==> src/rtl/tagstk_pkg.sv <==
package tagstk_pkg;

    // Register tag encoding
    typedef enum logic [1:0] {
        TAG_VALID   = 2'b00,
        TAG_ZERO    = 2'b01,
        TAG_SPECIAL = 2'b10,
        TAG_EMPTY   = 2'b11
    } tag_e;

    // Operation codes
    typedef enum logic [2:0] {
        OP_NOP    = 3'd0,
        OP_PUSH   = 3'd1,
        OP_POP    = 3'd2,
        OP_READ   = 3'd3,
        OP_WRITE  = 3'd4,
        OP_CLEAR  = 3'd5,
        OP_LOADCW = 3'd6,
        OP_RSVD   = 3'd7
    } op_e;

    // Exception flag positions: the mask bit with the same index guards each flag
    localparam int EXC_INVALID   = 0;
    localparam int EXC_DENORMAL  = 1;
    localparam int EXC_ZERODIV   = 2;
    localparam int EXC_OVERFLOW  = 3;
    localparam int EXC_UNDERFLOW = 4;
    localparam int EXC_PRECISION = 5;

    // Control word bit that blocks every interrupt when set
    localparam int CW_IRQ_BLOCK = 7;

endpackage

==> src/rtl/tagstk_classify.sv <==
module tagstk_classify
    import tagstk_pkg::*;
#(
    parameter int EXP_W = 15,
    parameter int SIG_W = 64
) (
    input  logic [EXP_W+SIG_W:0] value_i,
    input  logic                 special_i,
    output tag_e                 tag_o
);

    localparam int MAG_W = EXP_W + SIG_W;

    always_comb begin
        if (special_i) begin
            tag_o = TAG_SPECIAL;
        end else if (value_i[MAG_W-1:0] == '0) begin
            tag_o = TAG_ZERO;     // sign bit does not matter
        end else begin
            tag_o = TAG_VALID;
        end
    end

endmodule

==> src/rtl/tagstk_regs.sv <==
module tagstk_regs
    import tagstk_pkg::*;
#(
    parameter int DEPTH  = 8,     // power of two, pointer wraps naturally
    parameter int DATA_W = 80
) (
    input  logic                       clk,
    input  logic                       rst_n,
    input  op_e                        op_i,
    input  logic [$clog2(DEPTH)-1:0]   idx_i,
    input  logic [DATA_W-1:0]          wdata_i,
    input  tag_e                       wtag_i,
    output logic [DATA_W-1:0]          rdata_o,
    output logic [1:0]                 rtag_o,
    output logic [2*DEPTH-1:0]         tags_o,
    output logic [$clog2(DEPTH)-1:0]   top_o,
    output logic                       fault_o
);

    localparam int PTR_W = $clog2(DEPTH);

    typedef struct packed {
        logic [DEPTH-1:0][DATA_W-1:0] regs;
        logic [DEPTH-1:0][1:0]        tags;
        logic [PTR_W-1:0]             top;
        logic [DATA_W-1:0]            rdata;
        logic [1:0]                   rtag;
    } state_t;

    state_t           st_q, st_d;
    logic [PTR_W-1:0] below_ptr;
    logic [PTR_W-1:0] rel_ptr;
    logic             fault_d;

    assign below_ptr = st_q.top - PTR_W'(1);
    assign rel_ptr   = st_q.top + idx_i;

    always_comb begin
        st_d    = st_q;
        fault_d = 1'b0;
        case (op_i)
            OP_PUSH: begin
                if (st_q.tags[below_ptr] != TAG_EMPTY) begin
                    fault_d = 1'b1;                 // stack full
                end else begin
                    st_d.top             = below_ptr;
                    st_d.regs[below_ptr] = wdata_i;
                    st_d.tags[below_ptr] = wtag_i;
                end
            end
            OP_POP: begin
                if (st_q.tags[st_q.top] == TAG_EMPTY) begin
                    fault_d = 1'b1;                 // stack empty
                end else begin
                    st_d.rdata          = st_q.regs[st_q.top];
                    st_d.rtag           = st_q.tags[st_q.top];
                    st_d.tags[st_q.top] = TAG_EMPTY;
                    st_d.top            = st_q.top + PTR_W'(1);
                end
            end
            OP_READ: begin
                if (st_q.tags[rel_ptr] == TAG_EMPTY) begin
                    fault_d = 1'b1;
                end else begin
                    st_d.rdata = st_q.regs[rel_ptr];
                    st_d.rtag  = st_q.tags[rel_ptr];
                end
            end
            OP_WRITE: begin
                st_d.regs[rel_ptr] = wdata_i;
                st_d.tags[rel_ptr] = wtag_i;
            end
            default: ;
        endcase
    end

    always_ff @(posedge clk) begin
        if (!rst_n) begin
            st_q      <= '0;
            st_q.tags <= '1;
            st_q.rtag <= TAG_EMPTY;
        end else begin
            st_q <= st_d;
        end
    end

    for (genvar gi = 0; gi < DEPTH; gi++) begin : g_tagword
        assign tags_o[2*gi +: 2] = st_q.tags[gi];
    end

    assign rdata_o = st_q.rdata;
    assign rtag_o  = st_q.rtag;
    assign top_o   = st_q.top;
    assign fault_o = fault_d;

    // a faulting operation leaves the pointer in place
    p_fault_keeps_top_r7: assert property (@(posedge clk) disable iff (!rst_n)
        fault_o |=> $stable(st_q.top));

    // an accepted push moves the pointer down by one, wrapping
    p_push_wraps_r2: assert property (@(posedge clk) disable iff (!rst_n)
        (op_i == OP_PUSH && !fault_o) |=> (st_q.top == $past(st_q.top) - PTR_W'(1)));

    // after an accepted pop the register just below the new top is empty
    p_pop_frees_r4: assert property (@(posedge clk) disable iff (!rst_n)
        (op_i == OP_POP && !fault_o) |=> (st_q.tags[st_q.top - PTR_W'(1)] == TAG_EMPTY));

    // a read never alters pointer or tags
    p_read_stable_r5: assert property (@(posedge clk) disable iff (!rst_n)
        (op_i == OP_READ) |=> ($stable(st_q.tags) && $stable(st_q.top)));

endmodule

==> src/rtl/tagstk_excp.sv <==
module tagstk_excp
    import tagstk_pkg::*;
#(
    parameter int              EXC_N    = 6,
    parameter int              CW_W     = 16,
    parameter logic [CW_W-1:0] CW_RESET = 16'h003F
) (
    input  logic             clk,
    input  logic             rst_n,
    input  logic             clear_i,
    input  logic             load_i,
    input  logic [CW_W-1:0]  cw_i,
    input  logic             fault_i,
    input  logic [EXC_N-1:0] ext_i,
    output logic [EXC_N-1:0] flags_o,
    output logic [CW_W-1:0]  ctrl_o,
    output logic             irq_o
);

    typedef struct packed {
        logic [EXC_N-1:0] flags;
        logic [CW_W-1:0]  ctrl;
    } state_t;

    state_t           st_q, st_d;
    logic [EXC_N-1:0] fault_vec;

    always_comb begin
        fault_vec              = '0;
        fault_vec[EXC_INVALID] = fault_i;
        st_d       = st_q;
        st_d.flags = (clear_i ? '0 : st_q.flags) | ext_i | fault_vec;
        if (load_i) begin
            st_d.ctrl = cw_i;
        end
    end

    always_ff @(posedge clk) begin
        if (!rst_n) begin
            st_q.flags <= '0;
            st_q.ctrl  <= CW_RESET;
        end else begin
            st_q <= st_d;
        end
    end

    assign flags_o = st_q.flags;
    assign ctrl_o  = st_q.ctrl;
    assign irq_o   = !st_q.ctrl[CW_IRQ_BLOCK] && |(st_q.flags & ~st_q.ctrl[EXC_N-1:0]);

    // without a clear, no flag is ever lost
    p_flags_sticky_r8: assert property (@(posedge clk) disable iff (!rst_n)
        !clear_i |=> ((st_q.flags & $past(st_q.flags)) == $past(st_q.flags)));

    // a stack fault is visible as invalid on the next cycle
    p_fault_invalid_r7: assert property (@(posedge clk) disable iff (!rst_n)
        fault_i |=> st_q.flags[EXC_INVALID]);

    // a clear with nothing new reported empties the flags
    p_clear_empties_r9: assert property (@(posedge clk) disable iff (!rst_n)
        (clear_i && ext_i == '0 && !fault_i) |=> (st_q.flags == '0));

    // a request never appears while the block bit is set
    p_irq_enable_r10: assert property (@(posedge clk) disable iff (!rst_n)
        irq_o |-> !st_q.ctrl[CW_IRQ_BLOCK]);

endmodule

==> src/rtl/tagged_reg_stack.sv <==
module tagged_reg_stack
    import tagstk_pkg::*;
#(
    parameter int DEPTH = 8,
    parameter int EXP_W = 15,
    parameter int SIG_W = 64,
    parameter int EXC_N = 6,
    parameter int CW_W  = 16
) (
    input  logic                       clk,
    input  logic                       rst_n,
    input  logic [2:0]                 op_i,
    input  logic [$clog2(DEPTH)-1:0]   idx_i,
    input  logic [EXP_W+SIG_W:0]       wdata_i,
    input  logic                       special_i,
    input  logic [EXC_N-1:0]           exc_i,
    input  logic [CW_W-1:0]            cw_i,
    output logic [EXP_W+SIG_W:0]       rdata_o,
    output logic [1:0]                 rtag_o,
    output logic [2*DEPTH-1:0]         tag_word_o,
    output logic [CW_W-1:0]            status_o,
    output logic [CW_W-1:0]            ctrl_o,
    output logic                       irq_o
);

    localparam int DATA_W  = 1 + EXP_W + SIG_W;
    localparam int PTR_W   = $clog2(DEPTH);
    localparam int TOP_LSB = 8;

    op_e              op;
    tag_e             wtag;
    logic [PTR_W-1:0] top;
    logic             fault;
    logic [EXC_N-1:0] flags;

    assign op = op_e'(op_i);

    tagstk_classify #(
        .EXP_W (EXP_W),
        .SIG_W (SIG_W)
    ) u_classify (
        .value_i   (wdata_i),
        .special_i (special_i),
        .tag_o     (wtag)
    );

    tagstk_regs #(
        .DEPTH  (DEPTH),
        .DATA_W (DATA_W)
    ) u_regs (
        .clk     (clk),
        .rst_n   (rst_n),
        .op_i    (op),
        .idx_i   (idx_i),
        .wdata_i (wdata_i),
        .wtag_i  (wtag),
        .rdata_o (rdata_o),
        .rtag_o  (rtag_o),
        .tags_o  (tag_word_o),
        .top_o   (top),
        .fault_o (fault)
    );

    tagstk_excp #(
        .EXC_N (EXC_N),
        .CW_W  (CW_W)
    ) u_excp (
        .clk     (clk),
        .rst_n   (rst_n),
        .clear_i (op == OP_CLEAR),
        .load_i  (op == OP_LOADCW),
        .cw_i    (cw_i),
        .fault_i (fault),
        .ext_i   (exc_i),
        .flags_o (flags),
        .ctrl_o  (ctrl_o),
        .irq_o   (irq_o)
    );

    always_comb begin
        status_o                    = '0;
        status_o[EXC_N-1:0]         = flags;
        status_o[TOP_LSB +: PTR_W]  = top;
    end

    // the pointer field only moves on push or pop
    p_status_top_r11: assert property (@(posedge clk) disable iff (!rst_n)
        (op != OP_PUSH && op != OP_POP) |=> $stable(status_o[TOP_LSB +: PTR_W]));

endmodule

==> config.mk <==
export PLATFORM = sky130hd
export DESIGN_NAME = tagged_reg_stack
export DESIGN_NICKNAME = d
export VERILOG_FILES = /design/src/rtl/tagstk_pkg.sv /design/src/rtl/tagstk_classify.sv /design/src/rtl/tagstk_regs.sv /design/src/rtl/tagstk_excp.sv /design/src/rtl/tagged_reg_stack.sv
export SDC_FILE = /design/constraint.sdc
export NUM_CORES = 2
export LEC_CHECK = 0
export ABC_AREA = 0
export BUFFER_PORTS_ARGS = -buffer_cell sky130_fd_sc_hd__buf_2
export CAP_MARGIN = 20
export CORE_MARGIN = 2
export CORE_UTILIZATION = 25
export CTS_CLUSTER_DIAMETER = 30
export DETAILED_ROUTE_END_ITERATION = 12
export PLACE_DENSITY = 0.43
export REMOVE_ABC_BUFFERS = 1
export SLEW_MARGIN = 20
export SYNTH_ARGS = -nofsm -noshare
export SYNTH_HDL_FRONTEND = slang
export SYNTH_HIERARCHICAL = 1
export SYNTH_SLANG_ARGS = --single-unit
==> constraint.sdc <==
create_clock -name clk -period 5.03 [get_ports clk]
set_input_delay 0.2515 -clock clk [delete_from_list [all_inputs] [get_ports clk]]
set_output_delay 0.2515 -clock clk [all_outputs]
set_load 0.01 [all_outputs]
==> impl_metrics.json <==
{
  "whs_ns": 0.149,
  "fin_util_pct": 32.4,
  "die-area_um2": 161000,
  "post-route-min-period_ns": 4.02,
  "ant_nets": 0,
  "numClockSinks": 763,
  "synth-edff-count": 0,
  "synth.most_common_cell": "dfxtp_1",
  "cts_buffer_depth": 3,
  "hold_viol_final": 0,
  "intPower_mw": 17.8,
  "timing.final.crit_share_pct": 79.9,
  "netlist_instances": 4610,
  "grt_use_total_pct": 22.7,
  "synth_cell_types": 78,
  "grt_max_degree": 179,
  "wl_mm": 189,
  "async_reset_ff_share_pct": 0,
  "grt_pass1_wl_mm": 270,
  "remaining_drc_errors": 0,
  "rsz0062_at_grt": "false",
  "placementRows": 145,
  "core-area_um2": 156000,
  "drt_iter0_drc": 4265,
  "nets": 4835,
  "max_stage_delay_ns": 0.91,
  "die_h_um": 401,
  "vias": 37700,
  "drt_first_pass_iters": 8,
  "r2r_slack_ns": 1.01,
  "place_congestion": 0.830,
  "avgSynthCellArea_um2": 8.55,
  "place.port_buffers": 234,
  "vdd_drop_max_mv": 0.411,
  "synth_area_um2": 39400,
  "yosysSeqAreaShare_pct": 38.8,
  "drive_above_1_share_pct": 19.3,
  "hp-class": "in2reg",
  "avgRoutedWirePerCell_um": 27.2,
  "p_leak_nw": 21.0,
  "pin_count": 242,
  "cts_resized": 0,
  "powerDensity_nw_per_um2": 499,
  "grt-ovfl-total": 0,
  "met2WireLength_mm": 84.3,
  "synth_top_area_share_pct": 38.8,
  "reg2reg_to": "u_regs/rdata_o[24]",
  "synth_area_leaders": "dfxtp_1 39%, mux2i_1 14%, nand2_1 7.2%, a21oi_1 5.0%, nor2_1 5.0%",
  "clk_pin_slew_worst_paths_ns": 0.05,
  "reg2reg_from": "u_regs/top_o[0]",
  "cp-end-kind": "register",
  "combPwrFrac_pct": 16.8,
  "antenna_found_initial": 19,
  "status": "finished clean",
  "wirelength_met1_mm": 84.0,
  "yosys-top-cells-count": "763 x dfxtp_1, 753 x nand2_1, 566 x mux2i_1",
  "setup_violations": 0,
  "tritoncts": "built",
  "endpoint": "u_regs/rdata_o[24]",
  "dr_wl_met3_mm": 15.5,
  "top_layer_used": "met5",
  "ys_ff_latch": 763,
  "cts_buffers": 212,
  "clock_latency_ns": 0.83,
  "p_seq_share_pct": 25.7,
  "crit_start": "u_regs/top_o[0]",
  "n_fill_cell": 16300,
  "ys.flop_type": "dfxtp_1",
  "rr_worst_depth": 10,
  "cts_htree_levels": 4,
  "path_depth": 10,
  "clkPwrFrac_pct": 57.5,
  "slew_violations": 0,
  "root_buffer": "clkbuf_16",
  "cp.required_ns": 5.75,
  "slew_headroom_pct": 17.1,
  "slowest_stage": "fa_4",
  "area_delta_synth_final_pct": 28.8,
  "path_delay_family": "adder cells",
  "ys_warn_count": 6,
  "worst_slew_pin_slew_ns": 1.24,
  "sw_frac_of_total_pct": 29.9,
  "p_total_mw": 25.3,
  "die_x_um": 401,
  "yosys.area.top_type": "dfxtp_1",
  "max_freq_ghz": 0.249,
  "start_kind": "register",
  "min_from": "op_i[2]",
  "path_buf_inv": 2,
  "start_util_pct": 25.2,
  "power_switching_mw": 7.56,
  "critPathKind": "reg2reg",
  "grt_pass1_vias": 35900,
  "crit_chain": "ha_4 -> inv_1 -> fa_4 -> mux4_2 -> mux2_2 -> nand3_1 -> o311a_1 -> nand2_2 -> buf_4 -> o2bb2ai_1",
  "arrival_ns": 4.74,
  "viasPerCell": 5.42,
  "fin_skew_ns": 0.0337,
  "cap_violations": 0,
  "place.detailed.hpwl_mm": 110,
  "crit_path_max_fanout": 16
}
tightest hold or removal path: stages:
cell	delay (ns)
buf_2	0.20
or3b_2	0.32
o221ai_1	0.14
placed cells by master (no fill, tap or decap), types with 58 or more instances in the layout:
master,n
mux2i_1,566
a22oi_1,61
a21oi_1,393
buf_4,108
clkbuf_16,214
nand2_1,752
nor2_1,508
o21ai_0,131
a221oi_1,123
dfxtp_1,760
buf_2,234
dlygate4sd3_1,116
mux2_2,81
mux4_2,58
per-layer routing:
metal  GRT usage [%]  up-vias
met5               0        -
met1            30.9    18900
met3            4.69      348
met4            7.50       20
met2            35.4     1858
li1                -    16600
through the flow:
| step | setup slack [ns] | instance area [um2] | instances | setup TNS, ns |
|---|---|---|---|---|
| after floorplan | -14.51 | 36500 | 4023 | -8971.56 |
| after global placement | 1.11 | 41800 | 6448 | 0 |
| after detailed placement | 1.10 | 41800 | 6448 | 0 |
| after CTS | 1.04 | 50700 | 6963 | 0 |
| after global routing | 0.909 | 50700 | 6965 | 0 |
| final | 1.01 | 50700 | 6965 | 0 |
power by group through the flow:
stage	Clock [mW]	Combinational [mW]	Sequential, mW
global placement	0	4.08	6.60
detailed placement	0	4.09	6.61
finish	14.6	4.26	6.51
global route	15.1	4.37	6.53
CTS	14.7	4.18	6.50
floorplan	0	2.06	6.69
cell families after synthesis:
family | synth area share [%]
other | 0.00952
buffers and inverters | 7.71
multiplexers | 20.0
flip-flops | 38.8
AO/OA/AOI/OAI | 18.5
XOR/XNOR | 0.226
adder cells (fa/ha/maj) | 0.146
AND/OR/NAND/NOR | 14.7
state kept, by name, indices dropped and copies added, names as in the netlist:
name and count:
u_regs/st_q 640, u_excp/flags_o 6, u_regs/rtag_o 2, u_excp/ctrl_o 16
u_regs/top_o 3, u_regs/tags_o 16, u_regs/rdata_o 80
what timing repair did:
item,in CTS,in global routing
hold endpoints to repair,664,0
setup buffers,0,0
endpoints found under the setup margin,0,0
hold buffers,116,0
worst min-delay path by stage:
stage                              end  slack [ns]  cells after the start
floorplan             u_excp/ctrl_o[2]        0.33                      1
global placement     u_regs/rdata_o[2]        0.45                      2
detailed placement  u_regs/rdata_o[63]        0.45                      2
CTS                    u_regs/top_o[2]        0.07                      3
global route           u_regs/top_o[2]        0.17                      3
finish                 u_regs/top_o[2]        0.15                      3
layout make-up:
| cell class | instances | area [um2] | area share, % |
|---|---|---|---|
| clock inverter | 123 | 1810 | 3.56 |
| timing repair buffer | 483 | 3640 | 7.18 |
| sequential | 763 | 15300 | 30.1 |
| clock buffer | 276 | 5980 | 11.8 |
| tap | 2058 | 2570 | 5.08 |
| inverter | 22 | 91.3 | 0.180 |
| multi-input combinational | 3238 | 21300 | 42.1 |
| antenna | 2 | 5.00 | 0.00987 |
Power figures use the tool's default switching activity.
